[src/rtl/shm_pkg.sv]
package shm_pkg;

  typedef enum logic {
    SEQ_IDLE = 1'b0,
    SEQ_RUN  = 1'b1
  } seq_state_e;

endpackage

[src/rtl/shm_adder.sv]
module shm_adder #(
  parameter int WIDTH = 8
) (
  input  logic [WIDTH-1:0] acc_i,
  input  logic [WIDTH-1:0] mcand_i,
  input  logic             add_en_i,
  output logic [WIDTH-1:0] sum_o,
  output logic             carry_o
);

  logic [WIDTH-1:0] operand;

  // Two-way choice per bit between the multiplicand and zero.
  for (genvar i = 0; i < WIDTH; i++) begin : g_gate
    assign operand[i] = add_en_i & mcand_i[i];
  end

  assign {carry_o, sum_o} = {1'b0, acc_i} + {1'b0, operand};

endmodule

[src/rtl/shm_sequencer.sv]
module shm_sequencer
  import shm_pkg::*;
#(
  parameter int WIDTH = 8
) (
  input  logic clk,
  input  logic rst_n,
  input  logic start_i,
  output logic load_o,
  output logic step_o,
  output logic busy_o,
  output logic done_o
);

  localparam int CNT_W = (WIDTH > 1) ? $clog2(WIDTH) : 1;
  localparam logic [CNT_W-1:0] LAST = CNT_W'(WIDTH - 1);

  seq_state_e       state_q;
  logic [CNT_W-1:0] cnt_q;
  logic             done_q;
  logic             last_step;

  assign load_o    = start_i && (state_q == SEQ_IDLE);
  assign step_o    = (state_q == SEQ_RUN);
  assign last_step = step_o && (cnt_q == LAST);
  assign busy_o    = step_o;
  assign done_o    = done_q;

  always_ff @(posedge clk or negedge rst_n) begin
    if (!rst_n) begin
      state_q <= SEQ_IDLE;
      cnt_q   <= '0;
      done_q  <= 1'b0;
    end else begin
      done_q <= last_step;
      case (state_q)
        SEQ_IDLE: begin
          if (start_i) begin
            state_q <= SEQ_RUN;
            cnt_q   <= '0;
          end
        end
        SEQ_RUN: begin
          if (cnt_q == LAST) state_q <= SEQ_IDLE;
          else               cnt_q   <= cnt_q + 1'b1;
        end
        default: state_q <= SEQ_IDLE;
      endcase
    end
  end

  // Independent count of iterations in the current run, for checking.
  logic [CNT_W:0] run_len;
  always_ff @(posedge clk or negedge rst_n) begin
    if (!rst_n)      run_len <= '0;
    else if (load_o) run_len <= '0;
    else if (step_o) run_len <= run_len + 1'b1;
  end

  AST_DONE_SINGLE: assert property (@(posedge clk) disable iff (!rst_n)
    done_o |=> !done_o);
  AST_DONE_AFTER_N: assert property (@(posedge clk) disable iff (!rst_n)
    done_o |-> (run_len == (CNT_W+1)'(WIDTH)) && !busy_o);
  AST_START_IGNORED: assert property (@(posedge clk) disable iff (!rst_n)
    (busy_o && start_i && !last_step) |=> busy_o && !done_o);

endmodule

[src/rtl/shm_datapath.sv]
module shm_datapath #(
  parameter int WIDTH = 8
) (
  input  logic               clk,
  input  logic               rst_n,
  input  logic               load_i,
  input  logic               step_i,
  input  logic [WIDTH-1:0]   mcand_i,
  input  logic [WIDTH-1:0]   mplier_i,
  output logic [2*WIDTH-1:0] product_o
);

  localparam int PW = 2 * WIDTH;

  logic [WIDTH-1:0] m_q;
  logic [WIDTH-1:0] a_q;
  logic [WIDTH-1:0] q_q;
  logic [WIDTH-1:0] step_sum;
  logic             step_carry;
  logic             add_en;
  logic [PW-1:0]    shifted;

  // Carry, sum and multiplier register move right as one word.
  function automatic logic [PW-1:0] shift_joined(
    input logic             c,
    input logic [WIDTH-1:0] s,
    input logic [WIDTH-1:0] q
  );
    logic [PW:0] t;
    t = {c, s, q};
    return t[PW:1];
  endfunction

  assign add_en  = q_q[0];
  assign shifted = shift_joined(step_carry, step_sum, q_q);

  shm_adder #(.WIDTH(WIDTH)) u_adder (
    .acc_i   (a_q),
    .mcand_i (m_q),
    .add_en_i(add_en),
    .sum_o   (step_sum),
    .carry_o (step_carry)
  );

  always_ff @(posedge clk or negedge rst_n) begin
    if (!rst_n) begin
      m_q <= '0;
      a_q <= '0;
      q_q <= '0;
    end else if (load_i) begin
      m_q <= mcand_i;
      a_q <= '0;
      q_q <= mplier_i;
    end else if (step_i) begin
      a_q <= shifted[PW-1:WIDTH];
      q_q <= shifted[WIDTH-1:0];
    end
  end

  assign product_o = {a_q, q_q};

  AST_LOAD_CLEARS: assert property (@(posedge clk) disable iff (!rst_n)
    load_i |=> (a_q == '0) && (q_q == $past(mplier_i)) && (m_q == $past(mcand_i)));
  AST_NOADD_SHIFT: assert property (@(posedge clk) disable iff (!rst_n)
    (step_i && !q_q[0]) |=> a_q == ($past(a_q) >> 1));
  AST_MCAND_HELD: assert property (@(posedge clk) disable iff (!rst_n)
    step_i |=> $stable(m_q));
  AST_IDLE_HOLD: assert property (@(posedge clk) disable iff (!rst_n)
    (!load_i && !step_i) |=> $stable(product_o));

endmodule

[src/rtl/shift_add_mul.sv]
module shift_add_mul #(
  parameter int WIDTH = 8
) (
  input  logic               clk,
  input  logic               rst_n,
  input  logic               start_i,
  input  logic [WIDTH-1:0]   mcand_i,
  input  logic [WIDTH-1:0]   mplier_i,
  output logic               busy_o,
  output logic               done_o,
  output logic [2*WIDTH-1:0] product_o
);

  logic load;
  logic step;

  shm_sequencer #(.WIDTH(WIDTH)) u_seq (
    .clk    (clk),
    .rst_n  (rst_n),
    .start_i(start_i),
    .load_o (load),
    .step_o (step),
    .busy_o (busy_o),
    .done_o (done_o)
  );

  shm_datapath #(.WIDTH(WIDTH)) u_dp (
    .clk      (clk),
    .rst_n    (rst_n),
    .load_i   (load),
    .step_i   (step),
    .mcand_i  (mcand_i),
    .mplier_i (mplier_i),
    .product_o(product_o)
  );

  AST_RESET_IDLE: assert property (@(posedge clk) disable iff (!rst_n)
    done_o |-> !busy_o);

endmodule

[config.mk]
export PLATFORM = sky130hd
export DESIGN_NAME = shift_add_mul
export DESIGN_NICKNAME = d
export VERILOG_FILES = /design/src/rtl/shm_pkg.sv /design/src/rtl/shm_adder.sv /design/src/rtl/shm_sequencer.sv /design/src/rtl/shm_datapath.sv /design/src/rtl/shift_add_mul.sv
export SDC_FILE = /design/constraint.sdc
export NUM_CORES = 1
export LEC_CHECK = 0
export ABC_CLOCK_PERIOD_IN_PS = 4600
export BUFFER_PORTS_ARGS = -buffer_cell sky130_fd_sc_hd__buf_2
export CAP_MARGIN = 20
export CELL_PAD_IN_SITES_DETAIL_PLACEMENT = 1
export CELL_PAD_IN_SITES_GLOBAL_PLACEMENT = 1
export CORE_MARGIN = 4
export CORE_UTILIZATION = 40
export DETAILED_ROUTE_END_ITERATION = 10
export HOLD_SLACK_MARGIN = 0.1
export PLACE_DENSITY = 0.83
export SLEW_MARGIN = 5
export SYNTH_ARGS = -nofsm -noshare
export SYNTH_HDL_FRONTEND = slang
export SYNTH_SLANG_ARGS = --single-unit
[constraint.sdc]
create_clock -name clk -period 4.6 [get_ports clk]
set_input_delay 0.23 -clock clk [delete_from_list [all_inputs] [get_ports clk]]
set_output_delay 0.23 -clock clk [all_outputs]
set_load 0.01 [all_outputs]
==> metrics.csv <==
metric,value,unit
number of global-route vias before repair,1370,
crit-path cells,and2_1 -> ha_1 -> fa_1 -> a21o_2 -> a21oi_1 -> xor2_1 -> o21ai_0,
# diodes,0,
Min-Delay Endpoint,u_dp.m_q[1],
Rel. slew slack,34.86,%
H-tree depth,2,
DIE AREA,4929,µm²
RSZ-0062 raised after global routing,false,
Cells after Synth,142,
Max stage delay on crit path,0.46,ns
Worst setup EP type,register,
Net Sw Frac,40.92,%
PostCTS Resize Cnt,0,
Yosys top cell by area,dfrtp_1,
IO buf count,36,
skew final,0.007239,ns
CP Data Arrival Time,2.31,ns
max-slew violation count,0,
worst slew pin tran,0.9771,ns
Vias per Instance,5.389,
mapped cell area,1548,µm²
Clock Tree Buf Depth,2,
clock power share,15.0,%
DP HPWL,2.786,mm
Setup-failing EPs final,0,
max cap viols,0,
area fraction of the dominant cell type after synthesis,46.89,%
Antenna Nets Post-Route,0,
post-layout util,50.07,%
Post-CTS Setup Bufs,0,
chip height,70.21,µm
Critical Path RT,4.76,ns
Worst R2R Setup Slack,2.46,ns
most common cell in the synthesized netlist,dfrtp_1,
final period utilization,46.61,%
crit path kind,reg -> reg,
drt pass-1 iters,4,
YS warnings,0,
Initial Utilization,41.96,%
"delay-heaviest family, CP",adder cells,
sequential share of power,38.7,%
global-route wire length before repair,6.893,mm
max frequency,466.4,MHz
slowest CP cell,dfrtp_1,
Yosys reg bits,29,
Setup crit start kind,register,
io pins,37,
setup_tns,0,ns
status,"complete, no violations",
"EDFF count, synth",0,
Max IR drop VDD,0.0003094,V
clk sinks,29,
CTS tree,yes,
Core ar.,3689,µm²
Post-Route WL,3.795,mm
synth unique cells,34,
clock-pin slew on the worst setup and hold paths,0.06,ns
Post-Place Setup Slack,2.558,ns
average size of a mapped cell,10.90,µm²
num rows,22,
GRT Total Usage,17.83,%
Register-to-Register Path Depth,7,
"Seq/Total Area, Yosys",46.89,%
initial antenna violation count,0,
min Tclk post-route,2.144,ns
CP max FO,10,
Int Pwr,784.3,µW
Num CTS Buffers,5,
Synthesized Nets,172,
# DRC,0,
Hold Crit Depth,2,
Die X,70.21,µm
largest cells by area after synthesis,"dfrtp_1 47%, ha_1 8.1%, mux2_2 6.5%",
fraction of layout cells with a size suffix above 1,29.83,%
GPL Wtd Cong,0.8659,
via count,1234,
CP Launch Point,u_dp.q_q[0],
Layout Nets,210,
share of flip-flops with an asynchronous set or reset,100.0,%
PwrDens,718.8,nW/µm²
combinational share of power,46.3,%
FF-to-FF Start,u_dp.q_q[0],
worst min path class,in -> reg,
First DRT Iteration DRCs,27,
Leakage,0.9137,nW
min-delay src,mcand_i[1],
Clock Tree Root,clkbuf_8,
CP Buf/Inv Count,0,
final worst setup slack,2.456,ns
Levels on crit path,7,
hold buffers post-CTS,1,
dominant synthesized flop cell,dfrtp_1,
net switching power,543.3,µW
P&R area growth vs syn,19.32,%
worst skew pair latency,0.28,ns
Critical R2R Capture,u_dp.a_q[3],
gr ovfl total,0,
largest net degree at the start of global routing,34,
DR WL/cell,16.57,µm
Fin. Hold Viols,0,
Post-synth top cells,"29 x dfrtp_1, 15 x nand2_1, 13 x o21ai_0, 10 x ha_1",
-- state kept, by name, summed over array words and instances, names as in the netlist --
register	count
u_dp.m_q	8
u_seq.cnt_q	3
u_dp.a_q	8
u_seq.busy_o	1
u_dp.q_q	8
u_seq.done_o	1
-- logic make-up (layout without fill, tap and decap cells) --
logic type	count (synthesis)	in the layout	share of synthesized area, %
buffers and inverters	9	48	2.749
multiplexers	18	18	12.37
AO/OA/AOI/OAI	32	32	13.82
XOR/XNOR	4	4	2.264
AND/OR/NAND/NOR	39	39	12.53
flip-flops	29	29	46.89
adder cells (fa/ha/maj)	11	11	9.378
-- per-layer routing --
metal / GRT usage (%) / up-vias / share of wire [%]
met5: 0 / - / 0
met1: 21.14 / 611 / 41
met2: 28.86 / 28 / 51
met4: 8.936 / 0 / 2.5
met3: 5.755 / 13 / 4.9
li1: - / 582 / -
-- worst max path at each step --
stage,endpoint,slack (ns)
floorplan,u_dp.a_q[5],2.74
global placement,u_dp.a_q[3],2.67
detailed placement,u_dp.a_q[3],2.56
CTS,u_dp.a_q[3],2.47
global route,u_dp.a_q[3],2.35
finish,u_dp.a_q[3],2.46
-- layout make-up --
type,count,area (µm²)
Clock buffer,8,80.08
Tap cell,48,60.06
Timing Repair Buffer,37,190.2
Inverter,3,11.26
Sequential cell,29,725.7
Multi-Input combinational cell,104,779.5
Fill cell,429,1842
-- metrics by stage --
step | instance area (µm²) | total power, mW | hold slack [ns] | cells
detailed placement | 1757 | 1.126 | 0.2967 | 220
global placement | 1757 | 1.076 | 0.2841 | 220
global route | 1847 | 1.460 | 0.1728 | 229
CTS | 1847 | 1.341 | 0.1744 | 229
floorplan | 1548 | 0.9304 | -0.06559 | 142
finish | 1847 | 1.328 | 0.1805 | 229
-- power by group through the flow --
stage,Sequential [mW],Combinational (mW),Clock (mW)
floorplan,0.491,0.439,0
CTS,0.513,0.622,0.205
global route,0.537,0.702,0.221
detailed placement,0.517,0.609,0
finish,0.514,0.615,0.199
global placement,0.504,0.572,0
-- layout by cell type (no fill, tap or decap), drive strengths merged, types with 2 or more instances in the layout --
| master | n |
|---|---|
| clkbuf | 8 |
| dfrtp | 29 |
| mux2 | 9 |
| nor2 | 4 |
| and2 | 9 |
| a21oi | 6 |
| mux2i | 9 |
| nand3 | 4 |
| a22o | 4 |
| nand2 | 15 |
| o21ai | 13 |
| inv | 3 |
| buf | 36 |
| xnor2 | 2 |
| xor2 | 2 |
| ha | 10 |
| a22oi | 2 |
(Power assumes the default switching activity.)
